<file path="config.mk">
export PLATFORM = sky130hd
export DESIGN_NAME = sram_bus_ctrl
export DESIGN_NICKNAME = d
export VERILOG_FILES = /design/src/rtl/sram_ctrl_pkg.sv /design/src/rtl/sram_phase_seq.sv /design/src/rtl/sram_strobe_dec.sv /design/src/rtl/sram_dpath.sv /design/src/rtl/sram_bus_ctrl.sv
export SDC_FILE = /design/constraint.sdc
export NUM_CORES = 1
export LEC_CHECK = 0
export ABC_AREA = 0
export BUFFER_PORTS_ARGS = -buffer_cell sky130_fd_sc_hd__buf_2
export CAP_MARGIN = 5
export CELL_PAD_IN_SITES_DETAIL_PLACEMENT = 2
export CELL_PAD_IN_SITES_GLOBAL_PLACEMENT = 2
export CORE_MARGIN = 10
export CORE_UTILIZATION = 28
export DETAILED_ROUTE_END_ITERATION = 6
export HOLD_SLACK_MARGIN = 0.03
export PLACE_DENSITY_LB_ADDON = 0.1
export SLEW_MARGIN = 10
export SYNTH_ARGS = -nofsm -noshare
export SYNTH_HDL_FRONTEND = slang
export SYNTH_SLANG_ARGS = --single-unit
</file>
<file path="constraint.sdc">
create_clock -name clk -period 2.6 [get_ports clk]
set_clock_uncertainty 0.2 [all_clocks]
set_input_delay 0.26 -clock clk [delete_from_list [all_inputs] [get_ports clk]]
set_output_delay 0.26 -clock clk [all_outputs]
set_load 0.01 [all_outputs]
</file>
<file path="src/rtl/sram_ctrl_pkg.sv">
package sram_ctrl_pkg;

  typedef enum logic [2:0] {
    ST_IDLE,
    ST_RD_ACC,
    ST_RD_CAP,
    ST_TURN,
    ST_WR_SETUP,
    ST_WR_PULSE,
    ST_WR_REL
  } ctl_state_e;

  // nanoseconds to whole clock cycles, rounded up, never below one
  function automatic int ns_to_cyc(input int ns, input int clk_ps);
    int c;
    c = (ns * 1000 + clk_ps - 1) / clk_ps;
    if (c < 1) c = 1;
    return c;
  endfunction

  function automatic int max_of(input int a, input int b);
    return (a > b) ? a : b;
  endfunction

endpackage

</file>
<file path="src/rtl/sram_phase_seq.sv">
module sram_phase_seq
  import sram_ctrl_pkg::*;
#(
  parameter int RD_CYC  = 5,
  parameter int WS_CYC  = 1,
  parameter int WP_CYC  = 3,
  parameter int REL_CYC = 1,
  parameter int TA_CYC  = 3,
  parameter int CW      = 3
) (
  input  logic       clk,
  input  logic       rst_n,
  input  logic       start,
  input  logic       start_wr,
  output ctl_state_e state,
  output logic       capture_evt
);

  ctl_state_e      nxt;
  logic [CW-1:0]   cnt;
  logic            phase_last;

  function automatic logic [CW-1:0] span(input ctl_state_e s);
    case (s)
      ST_RD_ACC:   return CW'(RD_CYC - 1);
      ST_TURN:     return CW'(TA_CYC - 1);
      ST_WR_SETUP: return CW'(WS_CYC - 1);
      ST_WR_PULSE: return CW'(WP_CYC - 1);
      ST_WR_REL:   return CW'(REL_CYC - 1);
      default:     return '0;
    endcase
  endfunction

  assign phase_last  = (cnt == '0);
  assign capture_evt = (state == ST_RD_CAP);

  always_comb begin
    nxt = state;
    case (state)
      ST_IDLE:     if (start) nxt = start_wr ? ST_WR_SETUP : ST_RD_ACC;
      ST_RD_ACC:   if (phase_last) nxt = ST_RD_CAP;
      ST_RD_CAP:   nxt = ST_TURN;
      ST_TURN:     if (phase_last) nxt = ST_IDLE;
      ST_WR_SETUP: if (phase_last) nxt = ST_WR_PULSE;
      ST_WR_PULSE: if (phase_last) nxt = ST_WR_REL;
      ST_WR_REL:   if (phase_last) nxt = ST_IDLE;
      default:     nxt = ST_IDLE;
    endcase
  end

  always_ff @(posedge clk) begin
    if (!rst_n) begin
      state <= ST_IDLE;
      cnt   <= '0;
    end else begin
      state <= nxt;
      if (nxt != state)     cnt <= span(nxt);
      else if (cnt != '0)   cnt <= cnt - 1'b1;
    end
  end


  turn_hold_chk: assert property (@(posedge clk) disable iff (!rst_n)
    (state == ST_TURN && !phase_last) |=> (state == ST_TURN));


  pulse_follows_setup_chk: assert property (@(posedge clk) disable iff (!rst_n)
    $rose(state == ST_WR_PULSE) |-> $past(state == ST_WR_SETUP));

endmodule

</file>
<file path="src/rtl/sram_strobe_dec.sv">
module sram_strobe_dec
  import sram_ctrl_pkg::*;
(
  input  ctl_state_e state,
  output logic       ce_n,
  output logic       we_n,
  output logic       oe_n,
  output logic       dq_oe
);

  always_comb begin
    ce_n  = 1'b1;
    we_n  = 1'b1;
    oe_n  = 1'b1;
    dq_oe = 1'b0;
    case (state)
      ST_RD_ACC, ST_RD_CAP: begin
        ce_n = 1'b0;
        oe_n = 1'b0;
      end
      ST_WR_SETUP, ST_WR_REL: begin
        ce_n  = 1'b0;
        dq_oe = 1'b1;
      end
      ST_WR_PULSE: begin
        ce_n  = 1'b0;
        we_n  = 1'b0;
        dq_oe = 1'b1;
      end
      default: ;
    endcase
  end

endmodule

</file>
<file path="src/rtl/sram_dpath.sv">
module sram_dpath #(
  parameter int ADDR_W = 15,
  parameter int DATA_W = 8
) (
  input  logic              clk,
  input  logic              rst_n,
  input  logic              accept,
  input  logic              capture_evt,
  input  logic [ADDR_W-1:0] req_addr,
  input  logic [DATA_W-1:0] req_wdata,
  input  logic [DATA_W-1:0] ram_dq_in,
  output logic [ADDR_W-1:0] ram_addr,
  output logic [DATA_W-1:0] ram_dq_out,
  output logic              rsp_valid,
  output logic [DATA_W-1:0] rsp_rdata
);

  always_ff @(posedge clk) begin
    if (!rst_n) begin
      ram_addr   <= '0;
      ram_dq_out <= '0;
      rsp_valid  <= 1'b0;
      rsp_rdata  <= '0;
    end else begin
      if (accept) begin
        ram_addr   <= req_addr;
        ram_dq_out <= req_wdata;
      end
      rsp_valid <= capture_evt;
      if (capture_evt) rsp_rdata <= ram_dq_in;
    end
  end


  rsp_after_capture_chk: assert property (@(posedge clk) disable iff (!rst_n)
    capture_evt |=> rsp_valid);

endmodule

</file>
<file path="src/rtl/sram_bus_ctrl.sv">
module sram_bus_ctrl
  import sram_ctrl_pkg::*;
#(
  parameter int CLK_PS   = 8000,
  parameter int ADDR_W   = 15,
  parameter int DATA_W   = 8,
  parameter int T_ACC_NS = 35,
  parameter int T_AS_NS  = 0,
  parameter int T_WP_NS  = 20,
  parameter int T_DS_NS  = 15,
  parameter int T_WC_NS  = 35,
  parameter int T_WR_NS  = 0,
  parameter int T_OHZ_NS = 20
) (
  input  logic              clk,
  input  logic              rst_n,
  input  logic              req_valid,
  output logic              req_ready,
  input  logic              req_write,
  input  logic [ADDR_W-1:0] req_addr,
  input  logic [DATA_W-1:0] req_wdata,
  output logic              rsp_valid,
  output logic [DATA_W-1:0] rsp_rdata,
  output logic [ADDR_W-1:0] ram_addr,
  output logic              ram_ce_n,
  output logic              ram_we_n,
  output logic              ram_oe_n,
  output logic [DATA_W-1:0] ram_dq_out,
  output logic              ram_dq_oe,
  input  logic [DATA_W-1:0] ram_dq_in
);

  localparam int RD_CYC  = ns_to_cyc(T_ACC_NS, CLK_PS);
  localparam int WS_CYC  = ns_to_cyc(T_AS_NS, CLK_PS);
  localparam int REL_CYC = ns_to_cyc(T_WR_NS, CLK_PS);
  localparam int WP_CYC  = max_of(max_of(ns_to_cyc(T_WP_NS, CLK_PS),
                                         ns_to_cyc(T_DS_NS, CLK_PS)),
                                  ns_to_cyc(T_WC_NS, CLK_PS) - WS_CYC - REL_CYC);
  localparam int TA_CYC  = ns_to_cyc(T_OHZ_NS, CLK_PS);
  localparam int MAXLEN  = max_of(max_of(RD_CYC, WP_CYC), max_of(TA_CYC, max_of(WS_CYC, REL_CYC)));
  localparam int CW      = $clog2(MAXLEN + 1);

  ctl_state_e state;
  logic       accept;
  logic       capture_evt;

  assign req_ready = (state == ST_IDLE);
  assign accept    = req_valid && req_ready;

  sram_phase_seq #(
    .RD_CYC(RD_CYC), .WS_CYC(WS_CYC), .WP_CYC(WP_CYC),
    .REL_CYC(REL_CYC), .TA_CYC(TA_CYC), .CW(CW)
  ) u_seq (
    .clk(clk), .rst_n(rst_n), .start(accept), .start_wr(req_write),
    .state(state), .capture_evt(capture_evt)
  );

  sram_strobe_dec u_dec (
    .state(state), .ce_n(ram_ce_n), .we_n(ram_we_n),
    .oe_n(ram_oe_n), .dq_oe(ram_dq_oe)
  );

  sram_dpath #(.ADDR_W(ADDR_W), .DATA_W(DATA_W)) u_dp (
    .clk(clk), .rst_n(rst_n), .accept(accept), .capture_evt(capture_evt),
    .req_addr(req_addr), .req_wdata(req_wdata), .ram_dq_in(ram_dq_in),
    .ram_addr(ram_addr), .ram_dq_out(ram_dq_out),
    .rsp_valid(rsp_valid), .rsp_rdata(rsp_rdata)
  );

  // Observation counters for the timing assertions
  logic [CW-1:0] we_low_cnt;
  logic [CW-1:0] oe_high_cnt;

  always_ff @(posedge clk) begin
    if (!rst_n) begin
      we_low_cnt  <= '0;
      oe_high_cnt <= CW'(TA_CYC);
    end else begin
      if (!ram_we_n)              we_low_cnt <= we_low_cnt + 1'b1;
      else                        we_low_cnt <= '0;
      if (!ram_oe_n)              oe_high_cnt <= '0;
      else if (oe_high_cnt < CW'(TA_CYC)) oe_high_cnt <= oe_high_cnt + 1'b1;
    end
  end


  we_width_chk: assert property (@(posedge clk) disable iff (!rst_n)
    $rose(ram_we_n) |-> (we_low_cnt >= CW'(WP_CYC)));


  no_drive_when_oe_chk: assert property (@(posedge clk) disable iff (!rst_n)
    ram_dq_oe |-> (ram_oe_n && !ram_ce_n));


  addr_still_under_we_chk: assert property (@(posedge clk) disable iff (!rst_n)
    !ram_we_n |=> (ram_we_n || $stable(ram_addr)));


  turnaround_gap_chk: assert property (@(posedge clk) disable iff (!rst_n)
    $rose(ram_dq_oe) |-> (oe_high_cnt >= CW'(TA_CYC)));


  busy_after_accept_chk: assert property (@(posedge clk) disable iff (!rst_n)
    accept |=> !req_ready);


  rsp_single_chk: assert property (@(posedge clk) disable iff (!rst_n)
    rsp_valid |=> !rsp_valid);

endmodule

</file>
==> results of run 1 <==
==> layout make-up <==
type                            instances  area [µm²]
Multi-Input combinational cell        136         828
Sequential cell                        38         761
Clock inverter                          1        30.0
Tap cell                               75        93.8
Inverter                                5        18.8
Fill cell                             669        3380
Timing Repair Buffer                  103         661
Clock buffer                            7        76.3
==> final timing paths <==
| path | start | end | slack, ns | depth (start not counted) |
|---|---|---|---|---|
| max | u_seq.state[1]$_SDFF_PN0_ | ram_ce_n | 0.59 | 4 |
| min | ram_dq_in[3] | u_dp.rsp_rdata[3]$_SDFFE_PN0P_ | 0.04 | 3 |
| max reg2reg | u_seq.state[1]$_SDFF_PN0_ | u_dp.ram_addr[13]$_SDFFE_PN0P_ | 0.74 | 4 |
| min reg2reg | u_dp.ram_addr[12]$_SDFFE_PN0P_ | u_dp.ram_addr[12]$_SDFFE_PN0P_ | 0.26 | 2 |
==> power breakdown <==
| group | switching [mW] | internal [mW] | leakage [nW] |
|---|---|---|---|
| Combinational | 0.571 | 0.414 | 0.745 |
| Sequential | 0.0621 | 0.703 | 0.311 |
| Clock | 0.211 | 0.287 | 0.0524 |
==> per-stage QoR <==
| stage | instance area [µm²] | util [%] | instances |
|---|---|---|---|
| 6_report | 2470 | 42.2 | 365 |
| 2_1_floorplan | 1670 | - | 195 |
| 3_3_place_gp | 2100 | 35.9 | 331 |
| 4_1_cts | 2470 | 42.2 | 365 |
| 3_5_place_dp | 2100 | 35.9 | 331 |
| 5_1_grt | 2470 | 42.2 | 365 |
==> logic make-up after synthesis <==
logic type / after synthesis / synth area share [%]
buffers and inverters: 21 / 5.62
multiplexers: 8 / 4.80
adder cells (fa/ha/maj): 2 / 1.50
AO/OA/AOI/OAI: 42 / 18.0
XOR/XNOR: 3 / 1.57
AND/OR/NAND/NOR: 81 / 22.9
flip-flops: 38 / 45.6
==> critical path: stages, from the launching register on <==
cell	delay (ns)
dfxtp_1	0.35
buf_4	0.20
or3_1	0.48
nand2_1	0.10
buf_2	0.13
==> metal layers <==
layer / vias to the layer above / global-route usage (%) / part of all wire (%)
met5: - / 0 / 0
met4: 0 / 4.43 / 1.4
met3: 7 / 3.70 / 6.3
met2: 47 / 21.7 / 50
met1: 794 / 14.0 / 42
li1: 829 / - / -
==> cells in the final DEF (no fill, tap or decap), types with 7 or more instances in the layout <==
master,n
dfxtp_1,38
nand2_1,50
dlygate4sd3_1,26
a21boi_1,20
buf_2,71
mux2i_1,8
nor2b_1,9
a21oi_1,7
==> registers in the layout (all words and copies together), names as in the netlist <==
signal	flops
u_seq.cnt	3
u_dp.rsp_valid	1
u_dp.rsp_rdata	8
u_dp.ram_dq_out	8
u_seq.state	3
u_dp.ram_addr	15
==> what timing repair did <==
action / 4_1_cts / 5_1_grt
hold buffers: 26 / 0
endpoints found under the hold margin: 26 / 0
gates resized for setup: 0 / 0
==> metrics.txt, run 1 <==
maximum number of buffers from clock root to sink=2; clock root buffer=clkbuf_8; Critical Path AT=between 1.5 and 2 ns; proportion of layout cells with a drive suffix above 1=29.7%; post-route worst hold slack=~0.043 ns; clock network latency to the later pin of the worst-skew pair=0.29 ns; Synth Cell Area=between 1500 and 2000 µm²; # setup viols final=0; total I/O pin count=between 70 and 80; endpoint class of the critical path=output port; number of enable flip-flop cells after synthesis=0; count leader, synth=nand2_1; largest fanout on the critical path=14; post-detailed-route wirelength per cell=16.3 µm; die area=roughly 9400 µm²; top cell type by total area after synthesis=dfxtp_1; Clock transition at path regs=~0.08 ns; HPWL reported at the end of detailed placement=~4.1 mm; die boundary height=approximately 97 µm; Final period util=around 77%; RSZ-0062 raised after global routing=no; GRT Resource Usage Total=about an eighth; Remaining Overflow, GRT=0; worst min-delay path class=input port to flop; slew at the pin closest to its max-slew limit=about 0.57 ns; most used flip-flop cell after synthesis=dfxtp_1; syn nets=~230; flop and latch count out of synthesis=38; clock tree from TritonCTS=done; Total Routed Length=between 5 and 6 mm; placeable core region=between 5000 and 6000 µm²; Routed Antenna Nets=0; initial antenna violation count=0; area added between synthesis and finish=47.9%; post-synthesis cell type count=33; Port Buf Inserts=71; htree depth=2; wire length of the first global-routing pass=~9.7 mm; initial core utilization=between 20% and 30%; FMAX=498 MHz; routability congestion estimate from global placement=~0.70; Final Net Count=326; Yosys top cell area share=between 40 and 50%; leakage power summed over all cells=between 1 and 1.5 nW; Yosys warning total=0; power density of the placed cells=between 900 and 1000 nW/µm²; highest ir drop seen on vdd=approximately 380 µV; FFs w/ async S/R, synth=0%; min Tclk post-route=2.01 ns; number of cells produced by synthesis=195; critical path startpoint category=flop; Hold Fails Final Rpt=0; Syn Area/Cell=about 8.6 µm²; vias in the first global route=1800; number of max-slew violations in the final report=0; router iterations before antenna repair=4; status=finished clean; maximum number of pins on one net before global-route repair=39; sequential share of the synthesized area=between 40% and 50%; row count=28; routed via count=~1700; x dimension of the die=approximately 97 µm; max-cap violation count=0; worst path setup slack after routing=about 0.59 ns; Num CTS Buffers=5; diode count=0; Commonest cells post-synth=50 x nand2_1, 38 x dfxtp_1, 20 x a21boi_1; Via-to-Cell Ratio=4.59; Clock Sinks=38; Starting DRT DRC Count=35; final total power=~2.2 mW; Slew Limit Headroom=61.9%; start-to-end type of the worst setup path=flop to output port; CP required=between 2 and 2.5 ns; Final TNS setup=0 ns; minimum setup slack after placement=between 0.7 and 0.8 ns; most area-consuming cells after synthesis=dfxtp_1 46%, nand2_1 11%, a21boi_1 9.0%, mux2i_1 4.8%, nor2b_1 3.4%; drt drc=0; post-CTS setup repair buffer count=0
Power figures use the tool's default switching activity.
==> inputs of run 2 (changes only) <==
- CORE_UTILIZATION: 28 -> 23
- clock period: 2.6 -> 1.7 ns (I/O delays scaled with it)
==> metrics.txt, run 2 (same netlist as run 1, synthesis figures left out) <==
routability congestion estimate from global placement=0.708 (was 0.696); Total Routed Length=6.12 mm (was 5.95 mm); sequence of cells on the critical path=buf_4 > or4b_1 > buf_12 > nand2_1 > a21boi_1 (was buf_4 > or3_1 > nand2_1 > buf_2); area added between synthesis and finish=65.7% (was 47.9%); leakage power summed over all cells=1.23 nW (was 1.11 nW); maximum number of buffers from clock root to sink=2 (unchanged); switch share=35.0% (was 37.6%); slew at the pin closest to its max-slew limit=0.384 ns (was 0.572 ns); Final Net Count=345 (was 326); Starting DRT DRC Count=40 (was 35); clock root buffer=clkbuf_8 (unchanged); CP required=1.67 ns (was 2.14 ns); Fillers=798 (was 669); Via-to-Cell Ratio=4.33 (was 4.59); HPWL reported at the end of detailed placement=4.24 mm (was 4.07 mm); drt drc=0 (unchanged); diode count=0 (unchanged); worst min-delay path class=input port to flop (unchanged); wire length of the first global-routing pass=10.3 mm (was 9.67 mm); die boundary height=105 µm (was 97.2 µm); kind of cell adding the most delay to the critical path=simple AND/OR/NAND/NOR gates (unchanged); Multi-input gate area=856 µm² (was 828 µm²); min Tclk post-route=1.70 ns; vias in the first global route=1981 (was 1800); most common cell after layout, fill and taps aside=buf_2 (unchanged); Post-Place Cells=361 (was 331); status=finished, violations left (was finished clean); Critical path buffers and inverters=2 (unchanged); Largest register FFs=15 (unchanged); largest fanout on the critical path=23 (was 14); number of max-slew violations in the final report=0 (unchanged); endpoint class of the critical path=flop (was output port); Clock Sinks=38 (unchanged); final instance area=2770 µm² (was 2470 µm²); initial antenna violation count=0 (unchanged); top register by number of flip-flops=u_dp.ram_addr (unchanged); router iterations before antenna repair=4 (unchanged); post-detailed-route wirelength per cell=15.1 µm (was 16.3 µm); violations in the final reports=setup timing; net switching power of the design=1.38 mW (was 845 µW); post-route worst hold slack=0.0497 ns (was 0.0427 ns); htree depth=2 (unchanged); max-cap violation count=0 (unchanged); highest ir drop seen on vdd=409 µV (was 385 µV); clock network latency to the later pin of the worst-skew pair=0.28 ns (was 0.29 ns); Routed Antenna Nets=0 (unchanged); most frequent cells in the layout=68 x buf_2, 49 x nand2_1, 35 x dfxtp_1 (was 71 x buf_2, 50 x nand2_1, 38 x dfxtp_1); Hold Fails Final Rpt=0 (unchanged); Largest stage delay, worst path=0.58 ns (was 0.48 ns); total I/O pin count=72 (unchanged); clock network fraction of total power=19.9% (was 22.2%); Internal Dissipation=2.56 mW (was 1.40 mW); Max stage delay cell, worst path=or4b_1 (was or3_1); Clock transition at path regs=0.08 ns (about the same); GRT Resource Usage Total=11.2% (was 12.5%); die area=11100 µm² (was 9450 µm²); Port Buf Inserts=71 (unchanged); Num CTS Buffers=5 (unchanged); Critical Path AT=1.68 ns (was 1.55 ns); sequential power share=29.9% (was 34.0%); Slew Limit Headroom=74.1% (was 61.9%); placeable core region=6910 µm² (was 5850 µm²); critical path startpoint category=flop (unchanged); FMAX=587 MHz; # setup viols final=2 (was 0); Final period util=100%; initial core utilization=24.2% (was 28.5%); RSZ-0062 raised after global routing=yes (was no); maximum number of pins on one net before global-route repair=25 (was 39); start-to-end type of the worst setup path=flop to flop (was flop to output port); routed via count=1750 (was 1677); largest registers=u_dp.ram_addr (15), u_dp.ram_dq_out (8), u_dp.rsp_rdata (8) (unchanged); Storage cell area=767 µm² (was 761 µm²); power density of the placed cells=1420 nW/µm² (was 911 nW/µm²); placed cell area=2240 µm² (was 2100 µm²); final total power=3.93 mW (was 2.25 mW); part of the power in combinational logic=50.2% (was 43.8%); row count=30 (was 28); Remaining Overflow, GRT=0 (unchanged); clock tree from TritonCTS=done (unchanged); proportion of layout cells with a drive suffix above 1=35.7% (was 29.7%); worst path setup slack after routing=-0.00497 ns (was 0.592 ns); x dimension of the die=105 µm (was 97.2 µm); final instance count without filler cells=404 (was 365)
[run 2: power groups by stage]
stage / combinational, mW / sequential [mW] / clock, mW
floorplan: 0.920 / 1.25 / 0
global placement: 1.67 / 1.18 / 0
detailed placement: 1.69 / 1.19 / 0
CTS: 1.86 / 1.17 / 0.829
global route: 2.21 / 1.20 / 0.878
finish: 1.97 / 1.18 / 0.782
[run 2: tightest hold or removal path: stages]
cell,delay [ns]
buf_2,0.11
o22a_1,0.15
a21oi_1,0.06
[run 2: worst paths after layout]
kind,from,endpoint,slack (ns),cells past startpoint
worst max-delay path,u_seq.state[2]$_SDFF_PN0_,u_dp.ram_addr[14]$_SDFFE_PN0P_,-0.005,5
worst min-delay path,req_write,u_seq.cnt[2]$_SDFFE_PN0P_,0.05,3
worst max register to register,u_seq.state[2]$_SDFF_PN0_,u_dp.ram_addr[14]$_SDFFE_PN0P_,-0.005,5
worst min register to register,u_dp.ram_addr[3]$_SDFFE_PN0P_,u_dp.ram_addr[3]$_SDFFE_PN0P_,0.25,2
[run 2: area by class of cell]
type | count | area share, %
Timing Repair Buffer | 122 | 32.2
Multi-Input combinational cell | 136 | 31.0
Inverter | 5 | 0.679
Clock buffer | 6 | 2.99
Sequential cell | 38 | 27.7
Clock inverter | 1 | 1.09
Tap cell | 96 | 4.34
[run 2: layer usage]
| layer | wire length (µm) | track usage, % |
|---|---|---|
| met1 | 2790 | 13.3 |
| met2 | 3020 | 19.5 |
| met3 | 287 | 3.69 |
| met4 | 15 | 1.76 |
| met5 | 0 | 0 |
[run 2: metrics by stage]
step | setup slack (ns) | TNS [ns] | util [%]
finish | -0.00497 | -0.00569 | 40.0
global placement | 0.00513 | 0 | 32.4
detailed placement | -0.0541 | -0.0541 | 32.4
CTS | -0.00830 | -0.0212 | 39.2
global route | -0.0681 | -0.840 | 40.0
floorplan | 0.00268 | 0 | -
[run 2: what timing repair did]
item                       4_1_cts  5_1_grt
pin swaps                        1        2
hold endpoints to repair        31        0
setup endpoints to repair        5       33
hold buffers                    31        0
gates resized for setup          7       11
buffers inserted                 4        1
==> inputs of run 3 (changes only) <==
--- a/config.mk
+++ b/config.mk
@@ -20,2 +20,3 @@
 export SYNTH_HDL_FRONTEND = slang
 export SYNTH_SLANG_ARGS = --single-unit
+export TNS_END_PERCENT = 5
==> constraint.sdc (replaced) <==
create_clock -name clk -period 1.7 [get_ports clk]
set_clock_uncertainty 0.2 [all_clocks]
set_input_delay 0.085 -clock clk [delete_from_list [all_inputs] [get_ports clk]]
set_output_delay 0.085 -clock clk [all_outputs]
set_load 0.01 [all_outputs]
==> metrics.txt, run 3 (same netlist as run 1, synthesis figures left out) <==
Routed Antenna Nets=0 (unchanged); minimum setup slack after placement=-0.0523 ns (was -0.0541 ns); power density of the placed cells=1380 nW/µm² (was 1420 nW/µm²); initial core utilization=24.2% (unchanged); wire length of the first global-routing pass=9.91 mm (was 10.3 mm); vias in the first global route=1873 (was 1981); Port Buf Inserts=71 (unchanged); Starting DRT DRC Count=30 (was 40); maximum number of buffers from clock root to sink=2 (unchanged); Final period util=97.4% (was 100%); worst path setup slack after routing=0.0440 ns (was -0.00497 ns); switch share=35.9% (was 35.0%); net switching power of the design=1.34 mW (was 1.38 mW); # setup viols final=0 (was 2); FMAX=604 MHz (was 587 MHz); Via-to-Cell Ratio=4.24 (was 4.33); Final Net Count=341 (was 345); post-CTS setup repair buffer count=0 (was 4); highest ir drop seen on vdd=358 µV (was 409 µV); die boundary height=105 µm (unchanged); CP required=1.41 ns (was 1.67 ns); Internal Dissipation=2.38 mW (was 2.56 mW); start-to-end type of the worst setup path=flop to output port (was flop to flop); proportion of layout cells with a drive suffix above 1=32.1% (was 35.7%); clock network fraction of total power=20.3% (was 19.9%); clock network latency to the later pin of the worst-skew pair=0.28 ns (about the same); placeable core region=6910 µm² (unchanged); min Tclk post-route=1.66 ns (was 1.70 ns); max-cap violation count=0 (unchanged); diode count=0 (unchanged); Largest register FFs=15 (unchanged); worst min-delay path class=input port to flop (unchanged); final total power=3.72 mW (was 3.93 mW); clock root buffer=clkbuf_8 (unchanged); Hold Fails Final Rpt=0 (unchanged); maximum number of pins on one net before global-route repair=24 (was 25); Clock transition at path regs=0.07 ns (was 0.08 ns); most frequent cells in the layout=71 x buf_2, 50 x nand2_1, 37 x dfxtp_1 (was 68 x buf_2, 49 x nand2_1, 35 x dfxtp_1); area added between synthesis and finish=61.5% (was 65.7%); endpoint class of the critical path=output port (was flop); Critical Path AT=1.37 ns (was 1.68 ns); total I/O pin count=72 (unchanged); largest fanout on the critical path=17 (was 23); part of the power in combinational logic=48.1% (was 50.2%); leakage power summed over all cells=1.20 nW (was 1.23 nW); HPWL reported at the end of detailed placement=4.15 mm (was 4.24 mm); Remaining Overflow, GRT=0 (unchanged); status=finished clean (was finished, violations left); routability congestion estimate from global placement=0.719 (was 0.708); Total Routed Length=6.00 mm (was 6.12 mm); critical path startpoint category=flop (unchanged); sequential power share=31.5% (was 29.9%); Num CTS Buffers=5 (unchanged); die area=11100 µm² (unchanged); post-detailed-route wirelength per cell=15.0 µm (was 15.1 µm); largest registers=u_dp.ram_addr (15), u_dp.ram_dq_out (8), u_dp.rsp_rdata (8) (unchanged); final instance count without filler cells=401 (was 404); post-route worst hold slack=0.155 ns (was 0.0497 ns); slew at the pin closest to its max-slew limit=0.408 ns (was 0.384 ns); Final TNS setup=0 ns (was -0.00569 ns); most common cell after layout, fill and taps aside=buf_2 (unchanged); number of max-slew violations in the final report=0 (unchanged); Clock Sinks=38 (unchanged); x dimension of the die=105 µm (unchanged); drt drc=0 (unchanged); row count=30 (unchanged); htree depth=2 (unchanged); GRT Resource Usage Total=10.8% (was 11.2%); routed via count=1702 (was 1750); Slew Limit Headroom=72.4% (was 74.1%); top register by number of flip-flops=u_dp.ram_addr (unchanged); initial antenna violation count=0 (unchanged); Post-Place Cells=360 (was 361); router iterations before antenna repair=4 (unchanged); clock tree from TritonCTS=done (unchanged); RSZ-0062 raised after global routing=yes (unchanged)
run 3: area by class of cell:
cell class / count / area [µm²]
Clock buffer: 7 / 76.3
Clock inverter: 1 / 30.0
Fill cell: 806 / 4210
Inverter: 5 / 18.8
Multi-Input combinational cell: 136 / 848
Sequential cell: 38 / 762
Tap cell: 96 / 120
Timing Repair Buffer: 118 / 841
run 3: timing repair:
action / in CTS / in global routing
hold buffers: 33 / 0
gates resized for setup: 2 / 2
endpoints found under the setup margin: 3 / 5
hold endpoints to repair: 34 / 0
run 3: through the flow:
stage          instance area [µm²]  util [%]
4_1_cts                       2690      38.9
2_1_floorplan                 1670         -
6_report                      2700      39.0
3_5_place_dp                  2240      32.4
3_3_place_gp                  2240      32.4
5_1_grt                       2700      39.0
run 3: final timing paths:
check / start / endpoint / slack, ns / cells past startpoint
worst max-delay path: u_seq.state[1]$_SDFF_PN0_ / ram_ce_n / 0.04 / 4
worst min-delay path: req_valid / u_seq.state[0]$_SDFF_PN0_ / 0.16 / 4
worst max register to register: u_seq.cnt[0]$_SDFFE_PN0P_ / u_seq.state[0]$_SDFF_PN0_ / 0.08 / 6
worst min register to register: u_dp.ram_addr[5]$_SDFFE_PN0P_ / u_dp.ram_addr[5]$_SDFFE_PN0P_ / 0.26 / 2
run 3: routing by layer:
metal  GRT usage [%]  vias to the layer above  wire length [µm]
met1            12.5                      793              2730
met3            3.99                        4               385
met2            18.2                       49              2830
li1                -                      856                 -
met4            2.94                        0                42
met5               0                        -                 0
run 3: worst max-delay path, stage by stage, from the launching register on:
cell and delay (ns):
dfxtp_2 0.33, buf_12 0.15, or3_4 0.42, nand2_1 0.07
buf_2 0.12
run 3: power by group through the flow:
| stage | clock, mW | combinational [mW] | sequential, mW |
|---|---|---|---|
| final | 0.756 | 1.79 | 1.17 |
| after floorplan | 0 | 0.920 | 1.25 |
| after CTS | 0.792 | 1.79 | 1.17 |
| after detailed placement | 0 | 1.70 | 1.19 |
| after global routing | 0.823 | 2.01 | 1.20 |
| after global placement | 0 | 1.67 | 1.18 |
